File: config.mk
export PLATFORM = sky130hd
export DESIGN_NAME = stereo_serial_tx
export DESIGN_NICKNAME = d
export VERILOG_FILES = /design/src/rtl/stereo_serial_tx.sv
export SDC_FILE = /design/constraint.sdc
export NUM_CORES = 1
export LEC_CHECK = 0
export BUFFER_PORTS_ARGS = -buffer_cell sky130_fd_sc_hd__clkbuf_2
export CORE_ASPECT_RATIO = 1.1
export CORE_MARGIN = 3
export CORE_UTILIZATION = 30
export DETAILED_ROUTE_END_ITERATION = 12
export GPL_TIMING_DRIVEN = 0
export HOLD_SLACK_MARGIN = 0.12
export SYNTH_ARGS = -nofsm -noshare
export SYNTH_HDL_FRONTEND = slang
export SYNTH_SLANG_ARGS = --single-unit
File: constraint.sdc
create_clock -name clk -period 2.8 [get_ports clk]
set_clock_uncertainty 0.05 [all_clocks]
set_input_delay 0.42 -clock clk [delete_from_list [all_inputs] [get_ports clk]]
set_output_delay 0.42 -clock clk [all_outputs]
set_load 0.05 [all_outputs]
File: src/rtl/stereo_serial_tx.sv
module stereo_serial_tx #(
  parameter int SAMPLE_W   = 18,
  parameter int SHORT_W    = 16,
  parameter int FRAME_BITS = 64
) (
  input  logic                clk,
  input  logic                rst_n,
  input  logic                slave_mode,
  input  logic                word18,
  input  logic                bclk_fall,
  input  logic                ext_frame_clk,
  input  logic                smp_load,
  input  logic [SAMPLE_W-1:0] smp_left,
  input  logic [SAMPLE_W-1:0] smp_right,
  output logic                sdata,
  output logic                frame_clk_o
);
  localparam int SLOT_BITS = FRAME_BITS / 2;
  localparam int PW = $clog2(FRAME_BITS);
  localparam int IW = $clog2(SLOT_BITS);

  logic [PW-1:0]       pos, nxt_pos;
  logic                lr_q;
  logic [SAMPLE_W-1:0] hold_l, hold_r, frm_l, frm_r;
  logic [SAMPLE_W-1:0] word, shifted;
  logic [IW-1:0]       idx;
  logic                lr_edge, frame_start, in_len, nxt_bit;

  assign lr_edge     = slave_mode && (ext_frame_clk != lr_q);
  assign nxt_pos     = lr_edge ? (ext_frame_clk ? '0 : PW'(SLOT_BITS)) : pos + 1'b1;
  assign frame_start = (nxt_pos == '0);
  assign idx         = nxt_pos[IW-1:0];
  assign word        = nxt_pos[PW-1] ? frm_r : (frame_start ? hold_l : frm_l);
  assign shifted     = word << idx;
  assign in_len      = word18 ? (int'(idx) < SAMPLE_W) : (int'(idx) < SHORT_W);
  assign nxt_bit     = in_len & shifted[SAMPLE_W-1];
  assign frame_clk_o = ~slave_mode & ~pos[PW-1];

  always_ff @(posedge clk) begin
    if (!rst_n) begin
      hold_l <= '0;
      hold_r <= '0;
    end else if (smp_load) begin
      hold_l <= smp_left;
      hold_r <= smp_right;
    end
  end

  always_ff @(posedge clk) begin
    if (!rst_n) begin
      pos   <= '1;
      lr_q  <= 1'b0;
      sdata <= 1'b0;
      frm_l <= '0;
      frm_r <= '0;
    end else if (bclk_fall) begin
      pos   <= nxt_pos;
      lr_q  <= ext_frame_clk;
      sdata <= nxt_bit;
      if (frame_start) begin
        frm_l <= hold_l;
        frm_r <= hold_r;
      end
    end
  end

  p_quiet_between_strobes_r7: assert property (@(posedge clk) disable iff (!rst_n)
    !bclk_fall |=> ($stable(sdata) && $stable(pos)));

  p_master_wrap_r2: assert property (@(posedge clk) disable iff (!rst_n)
    (!slave_mode && bclk_fall && pos == '1) |=> (pos == '0));

  p_slave_left_resync_r8: assert property (@(posedge clk) disable iff (!rst_n)
    (slave_mode && bclk_fall && ext_frame_clk && !lr_q) |=> (pos == '0));

  p_slave_right_resync_r8: assert property (@(posedge clk) disable iff (!rst_n)
    (slave_mode && bclk_fall && !ext_frame_clk && lr_q) |=> (pos == PW'(SLOT_BITS)));

  p_pad_zero_r4: assert property (@(posedge clk) disable iff (!rst_n)
    (int'(pos[IW-1:0]) >= SAMPLE_W) |-> !sdata);

  p_frame_pair_held_r6: assert property (@(posedge clk) disable iff (!rst_n)
    !bclk_fall |=> ($stable(frm_l) && $stable(frm_r)));
endmodule

### After elaboration in Yosys (flattened, before gate mapping)

Index checks and enable logic that the tools add are counted.

* logic and storage cells: 24
* output and inout port bits: 2
* bits in registers: 80
* bits of input ports: 43

* equality and inequality tests: 1
* bitwise operators: 4
* shift-type cells: 1
* multiplexer cells: 5
* reduce and logical (&&, ||, !) cells: 3
* $lt $le $gt $ge: 2
* add/subtract/negate cells: 1

Operators by type and width (count)
* $mux 18: 2
* $shl 18x5->18: 1
* $mux 6: 2
* $lt 5x5->1 const B: 2
* $add 6x1->6 const B: 1
* $logic_not 6->1: 1
* $and 1x1->1: 2
* $not 1->1: 2
* $reduce_and 2->1: 1
* $logic_and 1x1->1: 1
* $mux 1: 1
* $ne 1x1->1: 1

### Longest topological paths before layout

Gate-level depths: netlist of run 1.

* word-level depth: 8
* mapped depth: 10
* mapped depth without buffers: 8

### Worst setup path after synthesis of run 1

OpenSTA, ideal clock, no wires.

* path kind: reg2reg
* from: register pos[1]
* to: register sdata
* arrival: 2579 ps
* required time: 2616 ps
* path slack: 37 ps
* stages on the path, launching flop included: 11
* clock period less this slack: 2763 ps
* buffers on the path: 2
* path through: dfxtp_1 -> ha_1 -> clkbuf_1 -> nand2b_1 -> a2bb2oi_1 -> and2_4 -> buf_6 -> mux2i_1 -> a211oi_1 -> or4_1 -> or4_1

* cells in the longest elaborated chain, start to end: 7

RTL lines
* start: declaration: RTL line 22 `logic [PW-1:0] pos, nxt_pos;`
* start signal: assignment: RTL line 57 `pos <= nxt_pos;`
* $add 6x1->6 (*): RTL line 30 `assign nxt_pos = lr_edge ? (ext_frame_clk ? '0 : PW'(SLOT_BITS)) : pos + 1'b1;`
* $mux 6 (*): RTL line 30
* $logic_not 6->1: RTL line 31 `assign frame_start = (nxt_pos == '0);`
* $mux 18
* $mux 18: RTL line 33 `assign word = nxt_pos[PW-1] ? frm_r : (frame_start ? hold_l : frm_l);`
* $shl 18x5->18: RTL line 34 `assign shifted = word << idx;`
* $and 1x1->1 (*): RTL line 36 `assign nxt_bit = in_len & shifted[SAMPLE_W-1];`
* end signal: assignment: RTL line 59 `sdata <= nxt_bit;`
* end: declaration: RTL line 15 `output logic sdata,`

Every way passes the cells marked *; elsewhere a longest branch is shown, timed or not.
A chain may end at the register's enable or synchronous reset.

### Worst setup path after layout of run 1

Same ends and word-level chain as after synthesis.

==> results by group, run 1 <==
Outcome
  – Status: completed

Synthesis
  – Largest family of logic cells by synthesized area: simple AND/OR/NAND/NOR gates
  – Syn Nets: 461
  – XOR/XNOR Fraction of Synth Area: 1.374%
  – Warnings from Yosys: 0
  – Yosys cell types: 53
  – Cells after Synth: 417
  – Post-synth EDFFs: 0
  – Adder-cell share of the synthesized area: 0.3352%
  – Compound-Gate Fraction of Synth Area: 15.96%
  – Post-synthesis async set-or-reset flop share: 0%
  – Post-synthesis sequential area ratio: 42.91%
  – Mux cell area share after synthesis: 13.64%
  – Mapped Area: between 0.003 and 0.004 sq mm
  – Post-Syn Area per Cell: 8.950 sq um
  – Synth Register Bits: 80
  – Synth Area in Simple Gates: 21.96%
  – Post-synth top flop: dfxtp_1

CTS
  – Clock Path Buffers: 2
  – Clock Sinks: 80
  – Clock-pin slew on the worst setup and hold paths: 0.06 ns
  – H-tree levels: 3
  – CTS tree: built
  – CTS Root Cell: clkbuf_16
  – Clock Latency Late Sink: 0.33 ns
  – CTS Buf Count: 9

Floorplanning
  – # rows: 42
  – Core outline area: 0.01209 sq mm
  – Chip width: 112.4 um
  – Die H: 123.0 um
  – Starting density of the core: approximately 30%
  – Io pins: 45
  – Die area: 0.01382 sq mm

Final layout
  – Area delta synth->final: 24.27%
  – Fraction of layout cells with a size suffix above 1: 20.75%
  – Fin area: 0.004638 sq mm
  – Commonest non-fill, non-tap cells in the layout: nand2_1 (89), dfxtp_1 (78), clkbuf_2 (44)
  – Nets@finish: 516
  – Commonest non-fill, non-tap cell in the layout: nand2_1
  – Antenna diodes: 0

Setup path
  – R2r endpoint: sdata
  – R2R depth: 9
  – CP bufs+invs: 1
  – Data required, critical path: 2.96 ns
  – Slowest cell on the critical path: or4_1
  – CP startpoint kind: register
  – Max incr delay on CP: 0.50 ns
  – CP dominant cell by count: or4_1
  – R2r setup slk: around 0.0047 ns
  – CP arrival: ~3 ns
  – Worst setup startpoint: pos[1]
  – CP Depth: 9
  – Crit Path Category: register to register
  – Critical Path Fanout Max: 6
  – CP delay by family, top: simple AND/OR/NAND/NOR gates
  – Worst r2r src: pos[1]
  – Critical path cell sequence: ha_4, or4_4, a2bb2oi_2, and2_4, buf_6, mux2i_4, a211oi_2, or4_1, or4_1
  – CP Capture Type: register
  – Crit path to: sdata

STA
  – Rel. slew slack: 50.96%
  – Final min period: between 2 and 3 ns
  – Worst slew pin tran: ~0.74 ns
  – Hold_ws: between 0.2 and 0.3 ns
  – Final Setup Violations: 0
  – Crit share post-route: 99.83%
  – Final Hold Vio Count: 0
  – Max Fclk: 357.7 MHz
  – RSZ-0062 raised after global routing: yes
  – Slew Viols, Final: 0

Job
  – Max Cap Viol: 0

Place
  – DP Area: 0.004130 sq mm
  – PortBufs: 41
  – Final HPWL DP: 7.159 mm
  – GPL Wtd Cong: 0.8353

Detailed routing
  – DR WL/cell: 15.23 um
  – Via Count: roughly 3.0k
  – Metal3 WL: 283 um
  – Highest routed layer: met4
  – Met1 WL: 4.412 mm
  – Drt pass-1 iters: 4
  – DR DRC count: 0
  – Total Wirelength: just under 10 mm
  – Met2 routed WL: 4.692 mm
  – DRT antenna net count: 0
  – Vias per cell: 4.761
  – DR iter-0 viols: roughly 140

Power and ir drop
  – Leak Pwr: 1.806 nW
  – Pwr dens: roughly 650 mW/mm^2
  – Max rail drop VDD: 0.3248 mV

Hold path
  – Worst hold path class: input pin to register

GRT
  – Pin count of the biggest net entering global routing: 15
  – Initial antenna violation count: 0
  – Congestion Overflow GR: 0
  – First-pass GRT wire length: 15.91 mm
  – Tot GR Track Use: 14.68%
  – Vias in the first global route: 3074
## worst min path at each step
stage | startpoint | endpoint | slack (ns) | depth (start not counted)
2_1_floorplan | frm_r[15] | frm_r[15] | 0.39 | 2
3_3_place_gp | frm_l[15] | frm_l[15] | 0.40 | 2
3_5_place_dp | frm_r[6] | frm_r[6] | 0.41 | 2
4_1_cts | smp_right[8] | hold_r[8] | 0.28 | 3
5_1_grt | smp_left[6] | hold_l[6] | 0.31 | 3
6_report | smp_right[8] | hold_r[8] | 0.30 | 3
## synth_stat cells, drive strengths merged, types with 2 or more instances
cell,count,share of area (%)
nand3b,2,0.40
dfxtp,80,43
o31ai,2,0.40
nor2b,38,6.4
o21ai,10,1.3
a21oi,5,0.77
clkbuf,22,2.2
or3,5,0.84
or4,3,0.70
nand3,7,0.94
and2,3,0.57
a211o,4,0.94
nor3,4,0.54
o311ai,2,0.47
nor3b,2,0.40
inv,4,0.40
nand4,2,0.34
nor2,8,0.80
buf,7,1.2
mux2i,43,12
nand2b,2,0.34
xor2,3,0.91
a21boi,36,7.2
o31a,2,0.47
mux2,5,1.5
xnor2,2,0.47
a211oi,6,1.2
nand2,90,9.1
## registers in the layout, indices dropped and copies added, names as in the netlist
name / count
hold_r: 18
frm_r: 18
hold_l: 18
pos: 6
sdata: 1
lr_q: 1
frm_l: 18
## report_power, final
group / internal, W / total [W] / switching, W
clock: 0.000780 / 0.00125 / 0.000466
combinational: 0.000223 / 0.000517 / 0.000294
sequential: 0.00119 / 0.00123 / 0.0000411
total: 0.00219 / 0.00299 / 0.000801
## what timing repair did
item | 4_1_cts | 5_1_grt
hold buffers | 0 | 0
buffers inserted | 1 | 4
endpoints found under the setup margin | 31 | 31
pin swaps | 4 | 3
resized for setup | 23 | 12
## cell families after synthesis
kind of cell / Yosys count
AO/OA/AOI/OAI: 80
XOR/XNOR: 5
adder cells (fa/ha/maj): 1
buffers and inverters: 33
flip-flops: 80
multiplexers: 49
AND/OR/NAND/NOR: 169
## routing by layer
metal  vias up  track usage [%]
met5         -                0
met4         0            5.860
met3        12            2.986
met2        48            24.96
met1      1401            18.31
li1       1543                -
## stage by stage
step           util, %   TNS, ns  setup WS, ns  cells  total power, W
6_report         38.37         0      0.004666    631        0.002995
5_1_grt          38.37  -0.09069      -0.08423    631        0.003132
3_5_place_dp     34.17    -10.03       -0.5279    612        0.001704
4_1_cts          37.67  -0.04544      -0.04544    627        0.002998
2_1_floorplan        -         0       0.03741    417        0.001557
3_3_place_gp     34.17    -8.572       -0.5256    612        0.001700
## tightest hold or removal path, cell delays in order
cell and delay (ns):
clkbuf_2 0.08, mux2i_1 0.05, nor2b_1 0.09
## cell type report
cell class | instances | area, sq um
well taps | 154 | 192.7
repair buffers | 46 | 255.2
clock inverters | 7 | 93.84
multi-input cells | 304 | 2113
clock buffers | 9 | 225.2
flip-flops and latches | 80 | 1607
fillers | 1253 | 7448
inverters | 4 | 15.01
plain buffers | 27 | 136.4
Power figures use the tool's default switching activity.
==> run 2, diff against run 1 <==
- CORE_UTILIZATION: 30 -> 54
- CTS_CLUSTER_SIZE: not set -> 14
- PLACE_DENSITY: not set -> 0.75
- clock period: 2.8 -> 3.13 ns (I/O delays scaled with it)
==> results by group, run 2 (synthesis results as in run 1) <==
STA
  – TNS Setup: 0 ns
  – Final Setup Violations: 0
  – Max Fclk: 334.1 MHz
  – RSZ-0062 raised after global routing: no
  – Final Hold Vio Count: 0
  – Final min period: 2.993 ns
  – Hold_ws: 0.3222 ns
  – Rel. slew slack: 52.52%
  – Crit share post-route: 95.62%
  – Worst slew pin tran: 0.7122 ns
  – Slew Viols, Final: 0

Power and ir drop
  – Leak Pwr: ~1.7 nW
  – Max rail drop VDD: 0.3945 mV
  – Pwr dens: 542.9 mW/mm^2

Floorplanning
  – Die H: 93.20 um
  – Die area: between 0.007 and 0.008 sq mm
  – # rows: 31
  – Core outline area: roughly 0.0066 sq mm
  – Starting density of the core: 56.27%
  – Chip width: 85.27 um
  – Io pins: 45

Setup path
  – Data required, critical path: 3.31 ns
  – Critical Path Fanout Max: 10
  – CP arrival: 3.17 ns
  – CP startpoint kind: register
  – CP Capture Type: register
  – Crit Path Category: register to register
  – R2R depth: 8

CTS
  – Clock Path Buffers: 2
  – Clock-pin slew on the worst setup and hold paths: 0.08 ns
  – H-tree levels: 3
  – CTS Root Cell: clkbuf_8
  – Post-CTS Setup Bufs: 0
  – CTS Buf Count: 9
  – CTS tree: built
  – Clock Sinks: 80
  – Clock Latency Late Sink: 0.35 ns

Final layout
  – Final core occ: 64.59%
  – Commonest non-fill, non-tap cell in the layout: nand2_1
  – Fraction of layout cells with a size suffix above 1: 17.37%
  – Fin area: 0.004284 sq mm
  – Finished Layout Cells: approximately 550
  – Nets@finish: 512
  – Commonest non-fill, non-tap cells in the layout: nand2_1 (90), dfxtp_1 (79), clkbuf_2 (46)
  – Area delta synth->final: 14.78%
  – Antenna diodes: 0

Place
  – PortBufs: a little over 40
  – Final HPWL DP: 6.424 mm
  – GPL Wtd Cong: 0.9385
  – # placed instances: between 500 and 600
  – DP Area: 0.004040 sq mm

Detailed routing
  – Vias per cell: 5.563
  – Drt pass-1 iters: 4
  – Metal3 WL: 397 um
  – Met2 routed WL: 4.232 mm
  – DR WL/cell: approximately 16 um
  – Met1 WL: 4.034 mm
  – Total Wirelength: 8.761 mm
  – DR iter-0 viols: 116
  – Via Count: 3082
  – Highest routed layer: met4
  – DRT antenna net count: 0
  – DR DRC count: 0

GRT
  – Tot GR Track Use: between 20% and 30%
  – Congestion Overflow GR: 0
  – Vias in the first global route: 3095
  – First-pass GRT wire length: approximately 15 mm
  – Pin count of the biggest net entering global routing: 14
  – Initial antenna violation count: 0

Outcome
  – Status: completed

Hold path
  – Worst hold path class: input pin to register
  – Hold Path Stages: 3

Job
  – Max Cap Viol: 0
[run 2: final timing paths]
check | start | end | slack (ns)
setup / recovery | lr_q | sdata | 0.14
hold / removal | smp_right[15] | hold_r[15] | 0.32
setup reg to reg | lr_q | sdata | 0.14
hold reg to reg | hold_r[1] | frm_r[1] | 0.42
[run 2: worst max-delay path, stage by stage (launching register included)]
cell and delay (ns):
dfxtp_1 0.40, xor2_2 0.35, and2_1 0.18, clkbuf_1 0.37, o31ai_2 0.18, a211oi_1 0.30
a211oi_1 0.08, or4_1 0.52, or4_1 0.42
[run 2: metrics by stage]
stage / power, W / worst slack [ns]
2_1_floorplan: 0.001393 / 0.3674
3_3_place_gp: 0.001503 / -0.08696
3_5_place_dp: 0.001512 / -0.1273
4_1_cts: 0.002325 / 0.004127
5_1_grt: 0.002425 / 0.01210
6_report: 0.002326 / 0.1370
[run 2: what timing repair did]
item,in CTS,in global routing
hold buffers,0,0
gates resized for setup,1,16
endpoints found under the setup margin,2,31
[run 2: routing by layer]
| layer | vias up | track usage [%] |
|---|---|---|
| met3 | 9 | 4.934 |
| met1 | 1466 | 30.16 |
| met2 | 72 | 39.31 |
| met5 | - | 0 |
| li1 | 1535 | - |
| met4 | 0 | 8.179 |
[run 2: where the power goes]
part / switching, W / total (W) / internal [W] / leakage [nW]
clock: 0.000376 / 0.000823 / 0.000447 / 0.103
sequential: 0.0000344 / 0.00110 / 0.00106 / 0.654
combinational: 0.000240 / 0.000405 / 0.000165 / 0.956
total: 0.000650 / 0.00233 / 0.00168 / 1.71
[run 2: final cells by class]
type                            count  area (sq um)
Timing Repair Buffer               41         205.2
Tap cell                           82         102.6
Clock inverter                      5         81.33
Sequential cell                    80          1603
Buffer                             28         130.1
Fill cell                         591          2349
Inverter                            4         15.01
Multi-Input combinational cell    304          2019
Clock buffer                       10         127.6
==> run 3, diff against run 2 <==
- BUFFER_PORTS_ARGS: -buffer_cell sky130_fd_sc_hd__clkbuf_2 -> -buffer_cell sky130_fd_sc_hd__buf_4
- TNS_END_PERCENT: not set -> 50
==> results by group, run 3 (synthesis results as in run 1) <==
GRT
  – Initial antenna violation count: 0
  – Tot GR Track Use: a little under a quarter
  – Pin count of the biggest net entering global routing: 16
  – Vias in the first global route: 3005
  – First-pass GRT wire length: 14.75 mm
  – Congestion Overflow GR: 0

Setup path
  – Slowest cell on the critical path: or4_1
  – Data required, critical path: 3.32 ns
  – CP delay by family, top: simple AND/OR/NAND/NOR gates
  – Critical path cell sequence: buf_2, nand3_1, o21a_1, o31ai_2, buf_2, a211oi_1, or4_1, or4_1
  – Critical Path Fanout Max: 10
  – CP bufs+invs: 2
  – CP arrival: 3.25 ns
  – Max incr delay on CP: 0.56 ns
  – CP Capture Type: register
  – R2R depth: 8
  – CP Depth: 8
  – R2r setup slk: 0.07 ns
  – Worst r2r src: pos[0]
  – R2r endpoint: sdata
  – Crit Path Category: register to register
  – CP startpoint kind: register

Power and ir drop
  – Leak Pwr: 1.738 nW
  – Max rail drop VDD: 0.3434 mV
  – Post-layout total power: 0.002316 W
  – Pwr dens: between 500 and 600 mW/mm^2

Detailed routing
  – Via Count: 3066
  – Drt pass-1 iters: 4
  – DR WL/cell: approximately 16 um
  – DRT antenna net count: 0
  – DR DRC count: 0
  – Total Wirelength: around 9 mm
  – Vias per cell: between 5 and 6
  – DR iter-0 viols: between 100 and 150

Hold path
  – Hold Crit Start: smp_right[9]
  – Endpoint, Worst Hold: hold_r[9]
  – Hold Path Stages: 3
  – Worst hold path class: input pin to register

Final layout
  – Area delta synth->final: 17.13%
  – Number of fill cells in the layout: slightly below 600
  – Commonest non-fill, non-tap cells in the layout: nand2_1 (90), dfxtp_1 (80), mux2i_1 (43)
  – Commonest non-fill, non-tap cell in the layout: nand2_1
  – Fraction of layout cells with a size suffix above 1: between 15 and 20%
  – Finished Layout Cells: 555
  – Nets@finish: ~510
  – Antenna diodes: 0

Place
  – Pre-CTS setup slack: -0.1125 ns
  – Final HPWL DP: between 6 and 7 mm
  – # placed instances: 540
  – PortBufs: between 40 and 50
  – GPL Wtd Cong: around 0.93

CTS
  – Clock Path Buffers: 2
  – H-tree levels: 3
  – Clock-pin slew on the worst setup and hold paths: 0.09 ns
  – CTS Root Cell: clkbuf_8
  – Post-CTS Setup Bufs: 0
  – CTS tree: built
  – CTS Buf Count: 9
  – Clock Sinks: 80
  – Clock Latency Late Sink: 0.36 ns

Floorplanning
  – Die H: 93.20 um
  – Io pins: 45
  – Starting density of the core: a little under three fifths
  – Die area: 0.007946 sq mm
  – Core outline area: 0.006633 sq mm
  – Chip width: 85.27 um
  – # rows: 31

STA
  – Final min period: a little over 3 ns
  – Final Setup Violations: 0
  – Worst setup margin: 0.07198 ns
  – RSZ-0062 raised after global routing: yes
  – Slew Viols, Final: 0
  – Max Fclk: between 300 and 400 MHz
  – Worst slew pin tran: 0.7740 ns
  – Final Hold Vio Count: 0
  – Crit share post-route: 97.70%
  – Rel. slew slack: between 40% and 50%

Outcome
  – Status: completed

Job
  – Max Cap Viol: 0
## run 3: worst max-delay path by stage
stage	end	slack (ns)	startpoint
global route	sdata	-0.05	lr_q
CTS	frm_r[14]	0.05	pos[0]
floorplan	sdata	0.37	pos[1]
global placement	sdata	-0.14	pos[1]
finish	sdata	0.07	pos[0]
detailed placement	sdata	-0.11	pos[1]
## run 3: repair_timing
action                     4_1_cts  5_1_grt
gates resized for setup          1       12
setup endpoints to repair        1       31
hold buffers                     0        0
## run 3: worst min-delay path, cell delays in order
cell,delay (ns)
buf_4,0.08
mux2i_1,0.05
nor2b_1,0.09
## run 3: layout make-up
class                      instances  area [sq um]  area share (%)
buffer                            28         128.9           2.948
clock buffer                       9         123.9           2.833
clock inverter                     7         77.57           1.774
inverter                           4         15.01          0.3434
multi-input combinational        304          2014           46.08
sequential                        80          1602           36.63
tap                               82         102.6           2.347
timing repair buffer              41         307.8           7.041
## run 3: report_power, final
part           internal (W)  switching (W)  leakage (nW)
sequential          0.00106      0.0000334         0.654
combinational      0.000179       0.000242         0.977
clock              0.000380       0.000418         0.106
## run 3: routing by layer
layer  vias up  track usage [%]  part of all wire [%]
li1       1540                -                     -
met1      1434            30.88                    47
met2        74            38.08                    47
met3        18            4.229                   3.6
met4         0            10.42                   2.7
met5         -                0                     0
## run 3: metrics by stage
| stage | instance area [sq um] | TNS (ns) | hold slack [ns] | util, % |
|---|---|---|---|---|
| final | 4372 | 0 | 0.3121 | 65.91 |
| after detailed placement | 4143 | -1.100 | 0.4060 | 62.46 |
| after CTS | 4343 | 0 | 0.3017 | 65.48 |
| after floorplan | 3732 | 0 | 0.3889 | - |
| after global routing | 4372 | -0.05472 | 0.3186 | 65.91 |
| after global placement | 4143 | -1.253 | 0.3977 | 62.46 |
